$ cat src/rtl/apf_pkg.sv
package apf_pkg;

    typedef enum logic [1:0] {
        METH_PAR = 2'd0,
        METH_SER = 2'd1,
        METH_PRE = 2'd2
    } meth_t;

    function automatic meth_t decode_meth(input logic spm, input logic [1:0] fs);
        if (!spm)
            return METH_PAR;
        else if (fs == 2'b00)
            return METH_SER;
        else
            return METH_PRE;
    endfunction

    function automatic int preset_val(input logic [1:0] fs);
        case (fs)
            2'b01:   return 8;
            2'b10:   return 16;
            default: return 64;
        endcase
    endfunction

endpackage

$ cat src/rtl/apf_mode_latch.sv
module apf_mode_latch
    import apf_pkg::*;
(
    input  logic       clk,
    input  logic       rst_n,
    input  logic       serial_mode,
    input  logic [1:0] flag_sel,
    output meth_t      meth_now,
    output meth_t      meth,
    output logic [1:0] psel
);
    typedef struct packed {
        meth_t      meth;
        logic [1:0] psel;
    } cfg_t;

    cfg_t cfg_d, cfg_q;

    assign meth_now = decode_meth(serial_mode, flag_sel);

    always_comb begin
        cfg_d = cfg_q;
        if (!rst_n) begin
            cfg_d.meth = meth_now;
            cfg_d.psel = flag_sel;
        end
    end

    always_ff @(posedge clk) begin
        cfg_q <= cfg_d;
    end

    assign meth = cfg_q.meth;
    assign psel = cfg_q.psel;

    AST_METH_HELD: assert property (@(posedge clk) disable iff (!rst_n)
        $past(rst_n) |-> ($stable(meth) && $stable(psel)));

endmodule

$ cat src/rtl/apf_offset_load.sv
module apf_offset_load
    import apf_pkg::*;
#(
    parameter int OFS_W = 8,
    parameter int DW    = 36
) (
    input  logic             clk,
    input  logic             rst_n,
    input  logic             prst_n,
    input  meth_t            meth_now,
    input  logic [1:0]       fs_now,
    input  meth_t            meth,
    input  logic             wr_en,
    input  logic [DW-1:0]    wr_data,
    input  logic             ser_din,
    input  logic             ser_en,
    output logic [OFS_W-1:0] x_ofs,
    output logic [OFS_W-1:0] y_ofs,
    output logic             done
);
    localparam int SW   = 2 * OFS_W;
    localparam int BC_W = $clog2(SW + 1);

    typedef struct packed {
        logic [OFS_W-1:0] x;
        logic [OFS_W-1:0] y;
        logic [SW-1:0]    sh;
        logic [BC_W-1:0]  cnt;
        logic             done;
    } ld_t;

    ld_t ld_d, ld_q;
    logic [SW-1:0] sh_next;

    always_comb begin
        ld_d    = ld_q;
        sh_next = {ld_q.sh[SW-2:0], ser_din};
        if (!rst_n) begin
            if (meth_now == METH_PRE) begin
                ld_d.x = OFS_W'(preset_val(fs_now));
                ld_d.y = OFS_W'(preset_val(fs_now));
            end else begin
                ld_d.x = '0;
                ld_d.y = '0;
            end
            ld_d.sh   = '0;
            ld_d.cnt  = '0;
            ld_d.done = (meth_now == METH_PRE);
        end else if (prst_n && !ld_q.done) begin
            case (meth)
                METH_PAR: begin
                    if (wr_en) begin
                        if (ld_q.cnt == '0) begin
                            ld_d.x   = wr_data[OFS_W-1:0];
                            ld_d.cnt = BC_W'(1);
                        end else begin
                            ld_d.y    = wr_data[OFS_W-1:0];
                            ld_d.done = 1'b1;
                        end
                    end
                end
                METH_SER: begin
                    if (ser_en) begin
                        ld_d.sh  = sh_next;
                        ld_d.cnt = ld_q.cnt + BC_W'(1);
                        if (ld_q.cnt == BC_W'(SW - 1)) begin
                            ld_d.x    = sh_next[SW-1:OFS_W];
                            ld_d.y    = sh_next[OFS_W-1:0];
                            ld_d.done = 1'b1;
                        end
                    end
                end
                default: ;
            endcase
        end
    end

    always_ff @(posedge clk) begin
        ld_q <= ld_d;
    end

    assign x_ofs = ld_q.x;
    assign y_ofs = ld_q.y;
    assign done  = ld_q.done;

    AST_DONE_STICKY: assert property (@(posedge clk) disable iff (!rst_n)
        $past(rst_n) && $past(done) |-> done);

    AST_OFS_FROZEN: assert property (@(posedge clk) disable iff (!rst_n)
        $past(rst_n) && $past(done) |-> ($stable(x_ofs) && $stable(y_ofs)));

    AST_PRST_KEEPS: assert property (@(posedge clk) disable iff (!rst_n)
        $past(rst_n) && !$past(prst_n) |-> ($stable(x_ofs) && $stable(y_ofs) && $stable(done)));

    AST_PRESET_DONE: assert property (@(posedge clk) disable iff (!rst_n)
        $past(!rst_n) && (meth == METH_PRE) |-> done);

endmodule

$ cat src/rtl/apf_flag_gen.sv
module apf_flag_gen #(
    parameter int DEPTH = 256,
    parameter int OFS_W = 8,
    parameter int CNT_W = 9
) (
    input  logic             clk,
    input  logic             rst_n,
    input  logic             prst_n,
    input  logic [CNT_W-1:0] occupancy,
    input  logic [OFS_W-1:0] x_ofs,
    input  logic [OFS_W-1:0] y_ofs,
    output logic             ae_n,
    output logic             af_n
);
    typedef struct packed {
        logic ae_n;
        logic af_n;
    } fl_t;

    fl_t fl_d, fl_q;
    logic [CNT_W-1:0] free_cnt;

    assign free_cnt = CNT_W'(DEPTH) - occupancy;

    always_comb begin
        if (!rst_n || !prst_n) begin
            fl_d.ae_n = 1'b0;
            fl_d.af_n = 1'b1;
        end else begin
            fl_d.ae_n = (occupancy > CNT_W'(x_ofs));
            fl_d.af_n = (free_cnt > CNT_W'(y_ofs));
        end
    end

    always_ff @(posedge clk) begin
        fl_q <= fl_d;
    end

    assign ae_n = fl_q.ae_n;
    assign af_n = fl_q.af_n;

    AST_PRST_FLAGS: assert property (@(posedge clk) disable iff (!rst_n)
        $past(rst_n) && !$past(prst_n) |-> (!ae_n && af_n));

    AST_EMPTY_AE: assert property (@(posedge clk) disable iff (!rst_n || !prst_n)
        $past(rst_n && prst_n) && ($past(occupancy) == '0) |-> !ae_n);

    AST_FULL_AF: assert property (@(posedge clk) disable iff (!rst_n || !prst_n)
        $past(rst_n && prst_n) && ($past(occupancy) == CNT_W'(DEPTH)) |-> !af_n);

endmodule

$ cat src/rtl/apf_offset_prog.sv
module apf_offset_prog
    import apf_pkg::*;
#(
    parameter int DEPTH = 256,
    parameter int DW    = 36,
    localparam int OFS_W = $clog2(DEPTH),
    localparam int CNT_W = $clog2(DEPTH + 1)
) (
    input  logic             clk,
    input  logic             rst_n,
    input  logic             prst_n,
    input  logic             serial_mode,
    input  logic [1:0]       flag_sel,
    input  logic             wr_en,
    input  logic [DW-1:0]    wr_data,
    input  logic             ser_din,
    input  logic             ser_en,
    input  logic [CNT_W-1:0] occupancy,
    output logic             ae_n,
    output logic             af_n,
    output logic             prog_done
);
    meth_t            meth_now, meth;
    logic [1:0]       psel;
    logic [OFS_W-1:0] x_ofs, y_ofs;

    apf_mode_latch u_mode (
        .clk        (clk),
        .rst_n      (rst_n),
        .serial_mode(serial_mode),
        .flag_sel   (flag_sel),
        .meth_now   (meth_now),
        .meth       (meth),
        .psel       (psel)
    );

    apf_offset_load #(.OFS_W(OFS_W), .DW(DW)) u_load (
        .clk     (clk),
        .rst_n   (rst_n),
        .prst_n  (prst_n),
        .meth_now(meth_now),
        .fs_now  (flag_sel),
        .meth    (meth),
        .wr_en   (wr_en),
        .wr_data (wr_data),
        .ser_din (ser_din),
        .ser_en  (ser_en),
        .x_ofs   (x_ofs),
        .y_ofs   (y_ofs),
        .done    (prog_done)
    );

    apf_flag_gen #(.DEPTH(DEPTH), .OFS_W(OFS_W), .CNT_W(CNT_W)) u_flags (
        .clk      (clk),
        .rst_n    (rst_n),
        .prst_n   (prst_n),
        .occupancy(occupancy),
        .x_ofs    (x_ofs),
        .y_ofs    (y_ofs),
        .ae_n     (ae_n),
        .af_n     (af_n)
    );

    AST_PRESET_MATCH: assert property (@(posedge clk) disable iff (!rst_n)
        $past(!rst_n) && (meth == METH_PRE) |-> (x_ofs == y_ofs));

    AST_PSEL_NONZERO: assert property (@(posedge clk) disable iff (!rst_n)
        (meth == METH_PRE) |-> (psel != 2'b00));

endmodule

$ cat config.mk
export PLATFORM = sky130hd
export DESIGN_NAME = apf_offset_prog
export DESIGN_NICKNAME = d
export VERILOG_FILES = /design/src/rtl/apf_pkg.sv /design/src/rtl/apf_mode_latch.sv /design/src/rtl/apf_offset_load.sv /design/src/rtl/apf_flag_gen.sv /design/src/rtl/apf_offset_prog.sv
export SDC_FILE = /design/constraint.sdc
export NUM_CORES = 1
export LEC_CHECK = 0
export ABC_CLOCK_PERIOD_IN_PS = 4900
export BUFFER_PORTS_ARGS = -buffer_cell sky130_fd_sc_hd__buf_2
export CORE_MARGIN = 2
export CORE_UTILIZATION = 55
export CTS_CLUSTER_DIAMETER = 60
export DETAILED_ROUTE_END_ITERATION = 6
export PLACE_DENSITY = 0.84
export SYNTH_ARGS = -nofsm -noshare
export SYNTH_HDL_FRONTEND = slang
export SYNTH_SLANG_ARGS = --single-unit
export TNS_END_PERCENT = 50
$ cat constraint.sdc
create_clock -name clk -period 4.9 [get_ports clk]
set_input_delay 0.98 -clock clk [delete_from_list [all_inputs] [get_ports clk]]
set_output_delay 0.98 -clock clk [all_outputs]
set_load 0.02 [all_outputs]
Yosys cells after proc, flatten, opt, wreduce, memory -nomap -nowiden
Index checks and enable logic that the tools add are counted.

storage, ports and cells
  register bits = 42
  bits of input ports = 54
  output and inout bits = 3
  logic and storage cells = 58

operators by class
  $add $sub $neg = 2
  magnitude comparators = 2
  equal/unequal tests = 15
  mux-type cells = 18
  reductions and logical operators = 13

operators with widths
  cell                                                    number
  two-way mux 38 bit                                      3
  two-way mux 16 bit                                      3
  case mux 16 bit (2 select lines)                        1
  greater-than comparator 9 x 8 -> 1 bit                  2
  two-way mux 8 bit                                       2
  two-way mux 15 bit                                      1
  case mux 7 bit (2 select lines)                         1
  case mux 6 bit (2 select lines)                         1
  AND reduction 6 bit                                     2
  inequality test 3 bit (second input constant)           3
  subtractor 9 bit (first input constant)                 1
  two-way mux 6 bit                                       1
  inequality test 3 x 2 -> 1 bit (second input constant)  2
  adder 5 x 1 -> 5 bit (second input constant)            1
  == test 5 x 4 -> 1 bit (second input constant)          1
  zero test 5 bit                                         1
  two-way mux 5 bit                                       1
  AND reduction 5 bit                                     1
  == test 2 x 1 -> 1 bit (second input constant)          2
  == test 2 bit (second input constant)                   2
  zero test 2 bit                                         2
  two-way mux 2 bit                                       2
  inequality test 2 x 1 -> 1 bit (second input constant)  2
  inequality test 2 bit (second input constant)           2
  other kinds (7)                                         10

Longest topological paths before layout
Gate-level depths: netlist of the first run.

  depth after elaboration = 6
  mapped depth = 9
  gate-level depth less buffers = 9

By module
A second synthesis of the first run with hierarchy kept.

unflattened totals
  cells, all modules = 284
  area, all modules = 2539.9 sq um

modules (own cells, without submodules)
  module           instances  cells an instance  area each (sq um)  sequential area each (sq um)
  apf_offset_load  1          198                1781.7             910.9
  apf_flag_gen     1          79                 614.3              40.0
  apf_mode_latch   1          7                  143.9              120.1

Worst setup path after synthesis of the first run
OpenSTA, ideal clock, no wires.

  kind = input-to-reg
  start point = input occupancy[0]
  end point = register u_flags.fl_q, in the netlist u_flags.af_n
  library setup time = 0.133 ns
  arrival = 2.394 ns
  data required time = 4.767 ns
  path slack = 2.373 ns
  cell stages on the path = 9
  buffers on the path = 0
  path through = inv_1 ha_1 nand3_1 xor2_1 ha_1 a22o_1 nor4_1 and3_1 o2111ai_1

between the ends
  longest elaborated chain between the ends = 2

RTL lines
  what                                    line                   text
  from (decl)                             apf_offset_prog.sv:18  input logic [CNT_W-1:0] occupancy,
  subtractor 9 bit                        apf_flag_gen.sv:23     assign free_cnt = CNT_W'(DEPTH) - occupancy;
  greater-than comparator 9 x 8 -> 1 bit  apf_flag_gen.sv:31     fl_d.af_n = (free_cnt > CNT_W'(y_ofs));
  to (signal assigned)                    apf_flag_gen.sv:36     fl_q <= fl_d;
  to (decl)                               apf_flag_gen.sv:20     fl_t fl_d, fl_q;

No other way between the ends.
A chain may end at the register's enable or synchronous reset.

Worst setup path in the final report of the first run
  start point = input ser_en
  end point = register u_load.ld_q, in the netlist u_load.y_ofs[0] (enable)

between the ends
  longest elaborated chain between the ends = 2

RTL lines
  what                                    line                   text
  from (decl)                             apf_offset_prog.sv:17  input logic ser_en,
  inequality test 3 bit (no source line)  -
  AND reduction 6 bit (no source line)    -
  to (signal assigned)                    apf_offset_load.sv:79  ld_q <= ld_d;
  to (decl)                               apf_offset_load.sv:32  ld_t ld_d, ld_q;

No other way between the ends.

==> results by group, run 1 <==
Yosys
  • Post-Syn Area: 0.00234 sq mm
  • Cell variety after synth: 36
  • Main synth FF type: dfxtp_1
  • Register area share after synthesis: 0.432
  • Avg Cell Area, Syn: 8.82 sq um
  • Synthesized net count: approximately 340
  • EDFF count, synth: 19
  • FF+latch count, synth: 41
  • Post-synthesis cell count: 265
  • Ys async rst share: 0
  • Synthesis Warnings: 0

Setup path
  • Crit Path Category: input pin to flip-flop
  • Crit path max fanout: 9
  • Required time worst endpoint: approximately 4.8 ns
  • Worst setup SP type: input pin
  • Critical Path AT: 2.49 ns
  • Nature of the critical path endpoint: flip-flop

STA
  • Clock period minus final worst setup slack: 2.58 ns
  • Hold slack final: between 0.4 and 0.5 ns
  • Worst Clk Skew: between 0.007 and 0.008 ns
  • Fin. Hold Viols: 0
  • Total negative slack: 0 ns
  • Fin worst setup slack: 2.32 ns
  • Final setup viols: 0
  • F_max: 387 MHz
  • Relative slew slack: 0.190
  • Final Cycle Share: 0.527
  • Slew Limit Fails: 0
  • RSZ-0062 raised after global routing: no
  • Tightest Pin Transition: between 1 and 1.5 ns

Cells and area
  • Most common cell after layout, fill and taps aside: nand2_1
  • Share of cells above drive strength 1: 0.141
  • # diodes: 0
  • Nets: 367
  • Commonest cells after routing, fill and taps aside: nand2_1, a21oi_1, buf_2
  • Util after Layout: 0.641
  • Post-route cell area: 0.00260 sq mm
  • Area growth syn-to-layout: 11.2%

Global route
  • Antenna violations before repair: 0
  • Met2 usage: 0.337
  • Met3 Usage GRT: 0.0422
  • GR Layer Usage met1: 0.262
  • Grt ovf: 0
  • Layer with the highest usage: met2
  • Number of global-route vias before repair: 1,823
  • Largest net degree at the start of global routing: 24
  • GRT Total Usage: 0.205
  • First-pass GRT wire length: 7.84 mm

Min path
  • Hold/Removal Path Class: flip-flop to flip-flop

CTS
  • H-tree levels: 2
  • Setup bufs post-CTS: 0
  • Clock Tree Root: clkbuf_8
  • # clock sinks: 41
  • Worst skew pair latency: 0.29 ns
  • Clock slew at reported path FFs: 0.08 ns
  • CTS tree: yes
  • CTS Buffer Depth: 2
  • Total CTS buffers: 5
  • Hold-fix buffers at CTS: 0
  • CTS resizes: 0

Pwr
  • Power per Cell Area: 274 mW/mm^2
  • Peak supply drop: 0.000182 V
  • LEAKAGE: 1.05 nW

Status
  • Run status: complete, no violations

Placed design
  • Cell Area, Placed: 0.00250 sq mm
  • Port Buffers: 28
  • Pre-CTS setup slack: 1.97 ns
  • RD Place Congestion: 0.890
  • Final HPWL DP: 3.46 mm

Detailed routing
  • Drt pass-1 iters: 4
  • WL per Instance: 13.4 um
  • Vias: approximately 1,900
  • Post-DRT Antenna Nets: 0
  • Routed wire length: 4.59 mm
  • # DRC: 0
  • Starting DRT DRC Count: 72
  • Vias per Instance: 5.50

Die
  • Die Span Y: between 60 and 70 um
  • I/O pins: 57
  • Core Area: ~0.0041 sq mm
  • # rows: 23
  • Initial Util: 0.576
  • Full die area: around 0.0048 sq mm
  • Die X: 69.2 um

Job
  • Max cap viols: 0
==> cell usage after synthesis (3+ instances only) <==
| cell type | count | area [sq um] |
|---|---|---|
| a22oi_1 | 6 | 45.0 |
| nand2b_1 | 4 | 25.0 |
| nand3_1 | 7 | 35.0 |
| nor3_1 | 4 | 20.0 |
| inv_1 | 25 | 93.8 |
| nand2_1 | 51 | 191 |
| dfxtp_1 | 22 | 440 |
| edfxtp_1 | 19 | 571 |
| a211oi_1 | 4 | 30.0 |
| o21ai_0 | 11 | 55.1 |
| xnor2_1 | 4 | 35.0 |
| nor4_1 | 3 | 18.8 |
| nand4_1 | 4 | 25.0 |
| clkbuf_1 | 9 | 33.8 |
| nor2_1 | 12 | 45.0 |
| a21oi_1 | 29 | 145 |
| xor2_1 | 3 | 26.3 |
| ha_1 | 23 | 288 |
==> final cells by class <==
cell class                 count  area, sq um
clock buffer                   6         82.6
clock inverter                 2         13.8
inverter                      25         93.8
sequential                    41         1010
tap                           50         62.6
fill                         335         1460
timing repair buffer          28          140
multi-input combinational    189         1200
==> worst paths after layout <==
path	cells past startpoint	from	endpoint	slack [ns]
setup / recovery	5	ser_en	u_load.y_ofs[0]$_SDFFCE_PN0P_	2.32
hold / removal	2	u_load.ld_q[20]$_SDFFE_PN0P_	u_load.ld_q[20]$_SDFFE_PN0P_	0.47
setup reg to reg	5	u_load.ld_q[1]$_SDFFE_PN0P_	u_load.x_ofs[1]$_SDFFCE_PN0P_	2.49
hold reg to reg	2	u_load.ld_q[20]$_SDFFE_PN0P_	u_load.ld_q[20]$_SDFFE_PN0P_	0.47
==> report_power, final <==
| part | switching, mW | internal [mW] | total, mW |
|---|---|---|---|
| Clock | 0.113 | 0.114 | 0.227 |
| Sequential | 0.00633 | 0.372 | 0.378 |
| Combinational | 0.0644 | 0.0427 | 0.107 |
==> registers in the layout, summed over array words and instances (netlist names) <==
register,cells
u_mode.meth,2
u_flags.ae_n,1
u_load.y_ofs,8
u_load.x_ofs,8
u_load.ld_q,20
u_flags.af_n,1
u_load.done,1
==> stage by stage <==
step | power, mW | std cells
after floorplan | 0.457 | 265
after global placement | 0.489 | 333
after detailed placement | 0.493 | 333
after CTS | 0.723 | 341
after global routing | 0.746 | 341
final | 0.712 | 341
==> routing by layer <==
metal,routed length [um],vias to the layer above
met3,230,2
met4,25,0
met1,2040,843
met5,0,-
met2,2290,55
li1,-,974
==> worst max-delay path: stages <==
cell and delay, ns:
buf_2 0.12, mux2i_1 0.13, nor3_1 0.18, o21ai_0 0.12, o21ai_0 0.95
==> cells by family (layout without fill, tap and decap cells) <==
kind of cell	after synthesis	in the layout	share of synthesized area
AND/OR/NAND/NOR	97	97	0.192
AO/OA/AOI/OAI	60	60	0.162
flip-flops	41	41	0.432
buffers and inverters	35	61	0.0562
adder cells (fa/ha/maj)	23	23	0.123
XOR/XNOR	7	7	0.0262
multiplexers	2	2	0.00856
Note: power is estimated with default switching activity, not from simulation.
==> run 2, diff against run 1 <==
ABC_CLOCK_PERIOD_IN_PS = 2450   (was 4900)
CORE_UTILIZATION = 53   (was 55)
PLACE_DENSITY = 0.81   (was 0.84)
clock period = 2.45 ns   (was 4.9 ns; I/O delays follow)
==> results by group, run 2 (synthesized netlist as in run 1, its figures left out) <==
Status
  • Run status: complete, no violations (unchanged)

Cells and area
  • Nets: 371 (was 367)
  • Commonest cells after routing, fill and taps aside: nand2_1, a21oi_1, buf_2 (unchanged)
  • Post-route insts no fill: 347 (was 341)
  • Most common cell after layout, fill and taps aside: nand2_1 (unchanged)
  • Largest Register: u_load.ld_q (unchanged)
  • Multi-input logic area: 0.00120 sq mm (unchanged)
  • Share of cells above drive strength 1: 0.146 (was 0.141)
  • Flip-flop and latch area: 0.00101 sq mm (unchanged)
  • Max reg flops: 20 (unchanged)
  • # diodes: 0 (unchanged)
  • Area growth syn-to-layout: 12.3% (was 11.2%)
  • Layout fillers: 370 (was 335)

Global route
  • First-pass GRT wire length: 8.06 mm (was 7.84 mm)
  • GRT Total Usage: 0.205 (about the same)
  • Number of global-route vias before repair: 1,833 (was 1,823)
  • Largest net degree at the start of global routing: 24 (unchanged)
  • Antenna violations before repair: 0 (unchanged)
  • Grt ovf: 0 (unchanged)

Die
  • Die X: 70.4 um (was 69.2 um)
  • I/O pins: 57 (unchanged)
  • Full die area: 0.00496 sq mm (was 0.00479 sq mm)
  • # rows: 24 (was 23)
  • Initial Util: 0.545 (was 0.576)
  • Die Span Y: 70.4 um (was 69.2 um)
  • Core Area: 0.00429 sq mm (was 0.00406 sq mm)

CTS
  • CTS resizes: 0 (unchanged)
  • Clock slew at reported path FFs: 0.07 ns (was 0.08 ns)
  • CTS tree: yes (unchanged)
  • H-tree levels: 2 (unchanged)
  • # clock sinks: 41 (unchanged)
  • CTS Buffer Depth: 2 (unchanged)
  • Setup bufs post-CTS: 0 (unchanged)
  • Hold-fix buffers at CTS: 0 (unchanged)
  • Worst skew pair latency: 0.29 ns (about the same)
  • Total CTS buffers: 5 (unchanged)
  • Clock Tree Root: clkbuf_8 (unchanged)

Detailed routing
  • Vias: 1,900 (was 1,874)
  • Starting DRT DRC Count: 98 (was 72)
  • WL per Instance: 13.4 um (about the same)
  • Routed wire length: 4.67 mm (was 4.59 mm)
  • Vias per Instance: 5.48 (was 5.50)
  • # DRC: 0 (unchanged)
  • Post-DRT Antenna Nets: 0 (unchanged)
  • Drt pass-1 iters: 6 (was 4)

Pwr
  • Peak supply drop: 0.000361 V (was 0.000182 V)
  • LEAKAGE: 1.07 nW (was 1.05 nW)
  • Power per Cell Area: 542 mW/mm^2 (was 274 mW/mm^2)

STA
  • RSZ-0062 raised after global routing: no (unchanged)
  • Total negative slack: 0 ns (unchanged)
  • Relative slew slack: 0.580 (was 0.190)
  • F_max: 476 MHz
  • Tightest Pin Transition: 0.630 ns (was 1.20 ns)
  • Final Cycle Share: 0.857
  • Clock period minus final worst setup slack: roughly 2.1 ns
  • Slew Limit Fails: 0 (unchanged)
  • Fin. Hold Viols: 0 (unchanged)
  • Final setup viols: 0 (unchanged)
  • Worst Clk Skew: 0.00439 ns (was 0.00704 ns)

Placed design
  • RD Place Congestion: 0.889 (was 0.890)
  • Final HPWL DP: 3.63 mm (was 3.46 mm)
  • Placed Instances: 339 (was 333)
  • Port Buffers: 28 (unchanged)

Setup path
  • Crit path max fanout: 4 (was 9)
  • Required time worst endpoint: 2.62 ns (was 4.81 ns)
  • Nature of the critical path endpoint: flip-flop (unchanged)
  • Worst setup SP type: input pin (unchanged)
  • Critical Path AT: 2.27 ns (was 2.49 ns)
  • Crit Path Category: input pin to flip-flop (unchanged)

Job
  • Max cap viols: 0 (unchanged)

Min path
  • Hold/Removal Path Class: input pin to flip-flop (was flip-flop to flip-flop)
[run 2: critical path: stages]
cell and delay (ns):
buf_2 0.11, inv_1 0.13, ha_1 0.24, nand3_1 0.11, xor2_1 0.21, ha_1 0.30
a22o_1 0.22, nor4_1 0.17, and3_1 0.19, o2111ai_1 0.09
[run 2: worst paths after layout]
path                             endpoint                         start  slack (ns)  depth (start not counted)
max               u_flags.af_n$_SDFF_PP1_                  occupancy[0]        0.35                         10
min reg2reg  u_load.ld_q[20]$_SDFFE_PN0P_  u_load.ld_q[20]$_SDFFE_PN0P_        0.46                          2
max reg2reg   u_load.ld_q[4]$_SDFFE_PN0P_   u_load.ld_q[1]$_SDFFE_PN0P_        0.41                          6
min               u_flags.af_n$_SDFF_PP1_                        prst_n        0.41                          2
[run 2: report_power, final]
part / total, mW / switching (mW) / internal (mW)
Combinational: 0.221 / 0.131 / 0.0901
Clock: 0.446 / 0.216 / 0.230
Sequential: 0.756 / 0.0125 / 0.744
[run 2: metal layers]
| metal | GRT usage | up-vias | wire (um) |
|---|---|---|---|
| met5 | 0 | - | 0 |
| li1 | - | 980 | - |
| met4 | 0.0684 | 0 | 80 |
| met2 | 0.340 | 44 | 2260 |
| met1 | 0.268 | 867 | 2150 |
| met3 | 0.0375 | 9 | 180 |
[run 2: final cells by class]
cell class | count | area share
multi-input combinational | 189 | 0.455
sequential | 41 | 0.385
timing repair buffer | 32 | 0.0648
inverter | 25 | 0.0357
clock buffer | 8 | 0.0343
tap | 52 | 0.0248
[run 2: through the flow]
stage	power [mW]	worst slack, ns	util	hold slack, ns	instance area, sq um
2_1_floorplan	0.915	0.301	-	0.437	2340
3_3_place_gp	0.983	0.104	0.591	0.447	2540
3_5_place_dp	0.992	0.0516	0.591	0.458	2540
4_1_cts	1.43	0.358	0.612	0.411	2630
5_1_grt	1.49	0.234	0.612	0.423	2630
6_report	1.42	0.349	0.612	0.406	2630
==> run 3, diff against run 2 <==
CORE_MARGIN = 10   (was 2)
==> results by group, run 3 (synthesized netlist as in run 1, its figures left out) <==
Status
  • Run status: complete, no violations (unchanged)

Die
  • I/O pins: 57 (unchanged)
  • Full die area: 0.00747 sq mm (was 0.00496 sq mm)
  • Die X: 86.4 um (was 70.4 um)
  • Die Span Y: 86.4 um (was 70.4 um)
  • # rows: 24 (unchanged)
  • Initial Util: 0.541 (was 0.545)
  • Core Area: 0.00432 sq mm (was 0.00429 sq mm)

Job
  • Max cap viols: 0 (unchanged)

Setup path
  • CP max-delay cell: ha_1 (unchanged)
  • Crit Path Category: input pin to flip-flop (unchanged)
  • Nature of the critical path endpoint: flip-flop (unchanged)
  • Crit path max fanout: 4 (unchanged)
  • Required time worst endpoint: 2.63 ns (was 2.62 ns)
  • Worst path max stage delay: 0.31 ns (was 0.30 ns)
  • Worst setup SP type: input pin (unchanged)
  • Crit path depth: 10 (unchanged)
  • Critical Path Most Common Cell: ha_1 (unchanged)
  • Worst Path Buf+Inv: 2 (unchanged)
  • Reg2reg path depth: 6 (unchanged)
  • Crit path max-delay family: adder cells (unchanged)
  • Critical Path AT: 2.25 ns (was 2.27 ns)
  • Crit-path cells: buf_2, inv_1, ha_1, nand3_1, xor2_1, ha_1, a22o_1, nor4_1, and3_1, o2111ai_1 (unchanged)

Detailed routing
  • Vias per Instance: 5.50 (was 5.48)
  • # DRC: 0 (unchanged)
  • Starting DRT DRC Count: 94 (was 98)
  • Post-DRT Antenna Nets: 0 (unchanged)
  • WL per Instance: 14.2 um (was 13.4 um)
  • Vias: 1,913 (was 1,900)
  • Routed wire length: 4.96 mm (was 4.67 mm)
  • Drt pass-1 iters: 4 (was 6)

Global route
  • Number of global-route vias before repair: 1,899 (was 1,833)
  • Antenna violations before repair: 0 (unchanged)
  • Largest net degree at the start of global routing: 21 (was 24)
  • Grt ovf: 0 (unchanged)
  • First-pass GRT wire length: 8.24 mm (was 8.06 mm)
  • GRT Total Usage: 0.138 (was 0.205)

Cells and area
  • Share of cells above drive strength 1: 0.145 (was 0.146)
  • Layout fillers: 389 (was 370)
  • Nets: 372 (was 371)
  • # diodes: 0 (unchanged)
  • Max reg flops: 20 (unchanged)
  • Most common cell after layout, fill and taps aside: nand2_1 (unchanged)
  • Largest Register: u_load.ld_q (unchanged)
  • Area growth syn-to-layout: 12.2% (was 12.3%)
  • Commonest cells after routing, fill and taps aside: nand2_1, a21oi_1, buf_2 (unchanged)
  • Post-route cell area: 0.00262 sq mm (was 0.00263 sq mm)
  • Post-route insts no fill: 348 (was 347)

Pwr
  • LEAKAGE: 1.07 nW (about the same)
  • Peak supply drop: 0.000310 V (was 0.000361 V)
  • Overall Power: 1.39 mW (was 1.42 mW)
  • Power per Cell Area: 531 mW/mm^2 (was 542 mW/mm^2)

CTS
  • CTS tree: yes (unchanged)
  • H-tree levels: 2 (unchanged)
  • Setup bufs post-CTS: 0 (unchanged)
  • CTS resizes: 0 (unchanged)
  • # clock sinks: 41 (unchanged)
  • Clock slew at reported path FFs: 0.07 ns (about the same)
  • Hold-fix buffers at CTS: 0 (unchanged)
  • CTS Buffer Depth: 2 (unchanged)
  • Worst skew pair latency: 0.30 ns (was 0.29 ns)
  • Total CTS buffers: 5 (unchanged)
  • Clock Tree Root: clkbuf_8 (unchanged)

Min path
  • Hold path depth: 2 (unchanged)
  • Hold/Removal Path Class: input pin to flip-flop (unchanged)

STA
  • RSZ-0062 raised after global routing: no (unchanged)
  • Total negative slack: 0 ns (unchanged)
  • Relative slew slack: 0.583 (was 0.580)
  • Tightest Pin Transition: 0.625 ns (was 0.630 ns)
  • Final Cycle Share: 0.844 (was 0.857)
  • Clock period minus final worst setup slack: 2.07 ns (was 2.10 ns)
  • Hold slack final: 0.396 ns (was 0.406 ns)
  • Final setup viols: 0 (unchanged)
  • Slew Limit Fails: 0 (unchanged)
  • Worst Clk Skew: 0.00775 ns (was 0.00439 ns)
  • F_max: 484 MHz (was 476 MHz)
  • Fin. Hold Viols: 0 (unchanged)

Placed design
  • Port Buffers: 28 (unchanged)
  • RD Place Congestion: 0.874 (was 0.889)
  • Placed Instances: 340 (was 339)
  • Final HPWL DP: 3.93 mm (was 3.63 mm)
  • Cell Area, Placed: 0.00254 sq mm (about the same)
## run 3: power by group
group | switching, mW | leakage (nW) | internal, mW
registers | 0.0125 | 0.370 | 0.744
clock network | 0.218 | 0.0399 | 0.198
logic | 0.131 | 0.657 | 0.0906
total | 0.361 | 1.07 | 1.03
## run 3: path summary, 6_finish.rpt
| path | startpoint | endpoint | slack, ns |
|---|---|---|---|
| worst max-delay path | occupancy[1] | u_flags.af_n$_SDFF_PP1_ | 0.38 |
| worst min-delay path | prst_n | u_flags.af_n$_SDFF_PP1_ | 0.40 |
| worst max register to register | u_load.ld_q[1]$_SDFFE_PN0P_ | u_load.ld_q[5]$_SDFFE_PN0P_ | 0.43 |
| worst min register to register | u_load.ld_q[7]$_SDFFE_PN0P_ | u_load.ld_q[8]$_SDFFE_PN0P_ | 0.47 |
## run 3: final cells by class
| class | instances | area (sq um) | area share |
|---|---|---|---|
| Multi-Input combinational cell | 189 | 1200 | 0.456 |
| Sequential cell | 41 | 1010 | 0.385 |
| Timing Repair Buffer | 33 | 178 | 0.0677 |
| Inverter | 25 | 93.8 | 0.0358 |
| Clock buffer | 7 | 76.3 | 0.0291 |
| Tap cell | 52 | 65.1 | 0.0248 |
| Clock inverter | 1 | 3.75 | 0.00143 |
## run 3: through the flow
stage               utilization  worst slack, ns
global placement          0.588            0.166
global route              0.607            0.243
floorplan                     -            0.301
detailed placement        0.588           0.0961
CTS                       0.607            0.409
finish                    0.607            0.382
## run 3: routing by layer
metal	routed length (um)	global-route usage	up-vias	part of all wire
met1	2140	0.142	888	0.43
li1	-	-	988	-
met5	0	0	-	0
met2	2470	0.239	27	0.50
met3	247	0.0469	10	0.050
met4	103	0.0766	0	0.021
